--- config.mk ---
export PLATFORM = sky130hd
export DESIGN_NAME = priv_trap_stack
export DESIGN_NICKNAME = d
export VERILOG_FILES = /design/src/rtl/priv_stack_pkg.sv /design/src/rtl/priv_stack_ctrl.sv /design/src/rtl/priv_stack_dp.sv /design/src/rtl/priv_trap_stack.sv
export SDC_FILE = /design/constraint.sdc
export NUM_CORES = 1
export LEC_CHECK = 0
export ABC_AREA = 1
export BUFFER_PORTS_ARGS = -buffer_cell sky130_fd_sc_hd__buf_2
export CORE_MARGIN = 2
export CORE_UTILIZATION = 42
export CTS_BUF_LIST = sky130_fd_sc_hd__clkbuf_4 sky130_fd_sc_hd__clkbuf_8 sky130_fd_sc_hd__clkbuf_16
export DETAILED_ROUTE_END_ITERATION = 8
export GPL_TIMING_DRIVEN = 0
export PLACE_DENSITY = 0.8
export SLEW_MARGIN = 20
export SYNTH_ARGS = -nofsm -noshare
export SYNTH_HDL_FRONTEND = slang
export SYNTH_SLANG_ARGS = --single-unit
--- constraint.sdc ---
create_clock -name clk -period 1.9 [get_ports clk]
set_input_delay 0.285 -clock clk [delete_from_list [all_inputs] [get_ports clk]]
set_output_delay 0.285 -clock clk [all_outputs]
set_load 0.02 [all_outputs]
--- src/rtl/priv_stack_pkg.sv ---
package priv_stack_pkg;
  localparam int STACK_DEPTH = 3;
  localparam int PRIV_W      = 2;
  localparam int STAT_W      = 32;
  localparam int LVL_W       = PRIV_W + 1;
  localparam int MPRV_LSB    = STACK_DEPTH * LVL_W;
  localparam int MSIP_BIT    = MPRV_LSB + PRIV_W;
  localparam int SSIP_BIT    = MSIP_BIT + 1;
  localparam int TIE_BIT     = SSIP_BIT + 1;
  localparam int FS_LSB      = TIE_BIT + 1;
  localparam int XS_LSB      = FS_LSB + 2;
  localparam int SD_BIT      = STAT_W - 1;
  localparam int VEC_SHIFT   = 6;

  localparam logic [PRIV_W-1:0] PRIV_U = 2'd0;
  localparam logic [PRIV_W-1:0] PRIV_S = 2'd1;
  localparam logic [PRIV_W-1:0] PRIV_M = 2'd3;

  typedef struct packed {
    logic              ie;
    logic [PRIV_W-1:0] prv;
  } lvl_t;

  typedef struct packed {
    logic                 doTrap;
    logic                 doRet;
    logic                 doWrite;
    logic [STACK_DEPTH:0] privOk;
  } cmd_t;

  function automatic logic privLegal(input logic [PRIV_W-1:0] code);
    return (code == PRIV_U) || (code == PRIV_S) || (code == PRIV_M);
  endfunction
endpackage

--- src/rtl/priv_stack_ctrl.sv ---
module priv_stack_ctrl
  import priv_stack_pkg::*;
(
  input  logic              trapValid,
  input  logic              retValid,
  input  logic              csrWrEn,
  input  logic [STAT_W-1:0] csrWrData,
  output cmd_t              cmd
);
  logic [STACK_DEPTH:0] okVec;

  for (genvar g = 0; g < STACK_DEPTH; g++) begin : gLvlOk
    assign okVec[g] = privLegal(csrWrData[g*LVL_W +: PRIV_W]);
  end
  assign okVec[STACK_DEPTH] = privLegal(csrWrData[MPRV_LSB +: PRIV_W]);

  always_comb begin
    cmd.doTrap  = trapValid;
    cmd.doRet   = retValid & ~trapValid;
    cmd.doWrite = csrWrEn & ~trapValid & ~retValid;
    cmd.privOk  = okVec;
  end
endmodule

--- src/rtl/priv_stack_dp.sv ---
module priv_stack_dp
  import priv_stack_pkg::*;
#(
  parameter int XLEN = 32
) (
  input  logic              clk,
  input  logic              rstN,
  input  cmd_t              cmd,
  input  logic [STAT_W-1:0] csrWrData,
  input  logic [XLEN-1:0]   trapCause,
  input  logic [XLEN-1:0]   trapPc,
  input  logic              resvSet,
  output logic [STAT_W-1:0] status,
  output logic [XLEN-1:0]   vecAddr,
  output logic [XLEN-1:0]   epc,
  output logic [XLEN-1:0]   cause,
  output logic              resvValid
);
  lvl_t              stack    [STACK_DEPTH];
  lvl_t              stackNxt [STACK_DEPTH];
  logic [PRIV_W-1:0] memPriv, memPrivNxt;
  logic              swIntM, swIntS, timerEn;
  logic [1:0]        fsState, xsState;

  always_comb begin
    stackNxt = stack;
    if (cmd.doTrap) begin
      stackNxt[0] = '{ie: 1'b0, prv: PRIV_M};
      for (int i = 1; i < STACK_DEPTH; i++) stackNxt[i] = stack[i-1];
    end else if (cmd.doRet) begin
      for (int i = 0; i < STACK_DEPTH - 1; i++) stackNxt[i] = stack[i+1];
      stackNxt[STACK_DEPTH-1] = '{ie: 1'b1, prv: PRIV_U};
    end else if (cmd.doWrite) begin
      for (int i = 0; i < STACK_DEPTH; i++) begin
        stackNxt[i].ie = csrWrData[i*LVL_W + PRIV_W];
        if (cmd.privOk[i]) stackNxt[i].prv = csrWrData[i*LVL_W +: PRIV_W];
      end
    end
  end

  always_comb begin
    memPrivNxt = memPriv;
    if (cmd.doTrap) memPrivNxt = PRIV_M;
    else if (cmd.doWrite && cmd.privOk[STACK_DEPTH])
      memPrivNxt = csrWrData[MPRV_LSB +: PRIV_W];
  end

  always_ff @(posedge clk) begin
    if (!rstN) begin
      stack[0] <= '{ie: 1'b0, prv: PRIV_M};
      for (int i = 1; i < STACK_DEPTH; i++) stack[i] <= '{ie: 1'b0, prv: PRIV_S};
      memPriv <= PRIV_M;
    end else begin
      stack   <= stackNxt;
      memPriv <= memPrivNxt;
    end
  end

  always_ff @(posedge clk) begin
    if (!rstN) begin
      swIntM  <= 1'b0;
      swIntS  <= 1'b0;
      timerEn <= 1'b0;
      fsState <= 2'd0;
      xsState <= 2'd0;
    end else if (cmd.doWrite) begin
      swIntM  <= csrWrData[MSIP_BIT];
      swIntS  <= csrWrData[SSIP_BIT];
      timerEn <= csrWrData[TIE_BIT];
      fsState <= csrWrData[FS_LSB +: 2];
      xsState <= csrWrData[XS_LSB +: 2];
    end
  end

  always_ff @(posedge clk) begin
    if (!rstN) begin
      vecAddr <= '0;
      epc     <= '0;
      cause   <= '0;
    end else if (cmd.doTrap) begin
      vecAddr <= XLEN'(stack[0].prv) << VEC_SHIFT;
      epc     <= trapPc;
      cause   <= trapCause;
    end
  end

  always_ff @(posedge clk) begin
    if (!rstN)            resvValid <= 1'b0;
    else if (cmd.doTrap)  resvValid <= 1'b0;
    else if (resvSet)     resvValid <= 1'b1;
  end

  always_comb begin
    status = '0;
    for (int i = 0; i < STACK_DEPTH; i++) status[i*LVL_W +: LVL_W] = stack[i];
    status[MPRV_LSB +: PRIV_W] = memPriv;
    status[MSIP_BIT]           = swIntM;
    status[SSIP_BIT]           = swIntS;
    status[TIE_BIT]            = timerEn;
    status[FS_LSB +: 2]        = fsState;
    status[XS_LSB +: 2]        = xsState;
    status[SD_BIT]             = (&fsState) | (&xsState);
  end
endmodule

--- src/rtl/priv_trap_stack.sv ---
module priv_trap_stack
  import priv_stack_pkg::*;
#(
  parameter int XLEN = 32
) (
  input  logic              clk,
  input  logic              rstN,
  input  logic              trapValid,
  input  logic [XLEN-1:0]   trapCause,
  input  logic [XLEN-1:0]   trapPc,
  input  logic              retValid,
  input  logic              csrWrEn,
  input  logic [STAT_W-1:0] csrWrData,
  input  logic              resvSet,
  output logic [STAT_W-1:0] status,
  output logic [XLEN-1:0]   vecAddr,
  output logic [XLEN-1:0]   epc,
  output logic [XLEN-1:0]   cause,
  output logic              resvValid
);
  cmd_t cmd;

  priv_stack_ctrl ctrl_i (
    .trapValid (trapValid),
    .retValid  (retValid),
    .csrWrEn   (csrWrEn),
    .csrWrData (csrWrData),
    .cmd       (cmd)
  );

  priv_stack_dp #(.XLEN(XLEN)) dp_i (
    .clk       (clk),
    .rstN      (rstN),
    .cmd       (cmd),
    .csrWrData (csrWrData),
    .trapCause (trapCause),
    .trapPc    (trapPc),
    .resvSet   (resvSet),
    .status    (status),
    .vecAddr   (vecAddr),
    .epc       (epc),
    .cause     (cause),
    .resvValid (resvValid)
  );
endmodule

==> out/metrics.csv <==
stage,metric,value,unit
drt,Pre-Repair DR Iteration Count,4,
drt,Avg WL per Cell,12.0,um
floorplanning,die width,95.5,um
cts,clock latency on the worst-skew pair,340,ps
timing,hold slack,154,ps
pwr,Leakage,2.63,nW
synth,Yosys warning total,0,
placed_design,port bufs,171,
grt,pin count of the biggest net entering global routing,16,
critical_path,R2R Setup Slk,1070,ps
flow_run,max cap viols,0,
grt,antenna violations before repair,0,
worst_hold_path,Hold Path Class,in -> reg,
drt,remaining antenna violation count,0,
critical_path,critical path arrival,1060,ps
grt,first-pass GRT wire length,14.9,mm
synth,register area share after synthesis,48.4,%
timing,fmax,744,MHz
worst_hold_path,hold_sp,trapCause[19],
floorplanning,die area,0.00911,sq mm
floorplanning,Chip Height,95.5,um
layout,"commonest non-fill, non-tap cell in the layout",buf_2,
worst_hold_path,cell depth of the worst hold path,3,
cts,cts hold-fix bufs,0,
synth,Yosys reg bits,85,
critical_path,CP endpoint kind,output port,
critical_path,CP Class,reg -> out,
timing,Setup WS post-layout,557,ps
critical_path,Reg-to-Reg End,dp_i.status[3],
drt,via count,3563,
synth,Synth cell types,23,
critical_path,r2r worst-path depth,4,
critical_path,Worst EP required,1620,ps
grt,vias in the first global route,3424,
grt,Global Route Usage Sum,20.8,%
cts,total CTS buffers,9,
pwr,Max IR drop VDD,649,uV
cts,CTS max path bufs,2,
timing,Slew Limit Fails,0,
timing,Setup Skew,9.97,ps
floorplanning,IO Pins,231,
timing,RSZ-0062 raised after global routing,no,
layout,most frequent cells in the layout,"179 x buf_2, 146 x nor2_1, 85 x dfxtp_1",
worst_hold_path,hold endpoint,dp_i.cause[19],
layout,share of cells above drive strength 1,37.2,%
floorplanning,Rows,33,
pwr,clock power share,33.9,%
cts,htree depth,3,
drt,Initial DRC Count,106,
grt,GRT overflow,0,
cts,Clock Sinks,85,
floorplanning,Core Box Area,0.00818,sq mm
outcome,status,"complete, no violations",
pwr,Sw Pwr,1.23,mW
cts,clk root buf,clkbuf_8,
layout,Diodes inserted,0,
pwr,switching part of the total power,29.4,%
pwr,Reg power frac,46.8,%
cts,number of setup buffers added after CTS,0,
layout,Area Growth Syn to Fin,38.9,%
pwr,Power Internal,2.95,mW
placed_design,HPWL Detailed,7.36,mm
cts,CTS tree,built,
floorplanning,Starting Density,43.0,%
cts,Worst-path clk slew,90,ps
pwr,Pwr Density,858,mW/mm^2
placed_design,gpl congestion,0.906,
critical_path,Worst Path Max Fanout,3,
timing,final hold violations,0,
critical_path,Setup crit start,dp_i.fsState[0],
timing,crit path time final,1340,ps
synth,Mapped Cells,461,
critical_path,R2R Path Start,dp_i.status[6],
timing,setup_tns,0,ps
synth,Avg Inst Size Synth,7.62,sq um
layout,# fillers,775,
drt,vias per inst,4.48,
timing,Final setup violation count,0,
pwr,combinational share of power,19.3,%
timing,Final period util,70.7,%
cts,cts repair resizes,0,
drt,drt total wl,9.52,mm
synth,Post-Syn Area,0.00351,sq mm
layout,nets,787,
placed_design,dpl ws,649,ps
drt,DRC,0,
critical_path,Critical Path Source Type,register,
-- routing by layer --
layer	vias to the layer above	part of all wire, %	global-route usage, %
met5	-	0	0
met4	0	2.7	9.17
met3	25	9.1	4.90
met2	147	50	37.4
met1	1562	38	23.5
li1	1829	-	-
-- registers in the layout (all words and copies together) (netlist names) --
signal	count
dp_i.cause	32
dp_i.epc	32
dp_i.status	9
dp_i.fsState	2
dp_i.memPriv	2
dp_i.vecAddr	2
dp_i.xsState	2
dp_i.resvValid	1
dp_i.swIntM	1
dp_i.swIntS	1
dp_i.timerEn	1
-- worst max path at each step --
| stage | end | slack, ps | depth (start not counted) |
|---|---|---|---|
| final | status[31] | 560 | 2 |
| after detailed placement | dp_i.cause[8] | 650 | 5 |
| after global routing | status[31] | 520 | 2 |
| after CTS | status[31] | 540 | 2 |
| after global placement | dp_i.cause[30] | 690 | 5 |
| after floorplan | dp_i.memPriv[0] | 850 | 7 |
-- metrics by stage --
step                      cells  total power, mW  utilization (%)  instance area (sq um)
after global routing        795             4.39             59.7                   4880
after floorplan             503             2.53                -                   3670
final                       795             4.19             59.7                   4880
after CTS                   795             4.23             59.7                   4880
after detailed placement    779             2.81             57.0                   4660
after global placement      779             2.79             57.0                   4660
-- cells in the mapped netlist --
cell | number | area share [%]
inv_2 | 2 | 0.21
buf_4 | 48 | 10
clkinv_4 | 1 | 0.25
a31oi_1 | 2 | 0.36
inv_1 | 10 | 1.1
nor2_2 | 1 | 0.18
nor2_1 | 146 | 16
o21ai_1 | 7 | 1.0
nor2_8 | 1 | 0.57
o21ai_0 | 71 | 10
a21oi_1 | 7 | 1.0
o21ai_2 | 2 | 0.50
nand2_4 | 1 | 0.32
nand2_2 | 3 | 0.53
buf_2 | 8 | 1.1
buf_6 | 3 | 0.96
dfxtp_1 | 85 | 48
a22o_1 | 1 | 0.25
nand3b_1 | 1 | 0.21
nand2_1 | 33 | 3.5
conb_1 | 1 | 0.11
nand3_1 | 15 | 2.1
clkbuf_1 | 12 | 1.3
-- kinds of logic after synthesis --
logic type,Yosys count,synth area share (%)
buffers and inverters,84,15.2
other,1,0.107
and+or+nand+nor,201,23.1
AOI/OAI and AO/OA,90,13.2
DFF,85,48.4
-- worst max-delay path: stages (launching register included) --
cell	delay, ps
dfxtp_1	330
a22o_1	230
buf_2	150
-- power groups by stage --
| stage | clock [mW] | combinational [mW] | sequential (mW) |
|---|---|---|---|
| CTS | 1.46 | 0.808 | 1.96 |
| finish | 1.42 | 0.807 | 1.96 |
| global route | 1.52 | 0.893 | 1.97 |
| detailed placement | 0 | 0.806 | 2.00 |
| floorplan | 0 | 0.387 | 2.14 |
| global placement | 0 | 0.793 | 1.99 |
-- final cells by class --
class,count,area [sq um],area share [%]
Tap cell,105,131,2.69
Inverter,13,53.8,1.10
Sequential cell,85,1700,34.9
Buffer,71,479,9.82
Timing Repair Buffer,171,856,17.5
Multi-Input combinational cell,334,1440,29.4
Clock inverter,7,96.3,1.97
Clock buffer,9,124,2.54
Note: power is estimated with default switching activity, not from simulation.
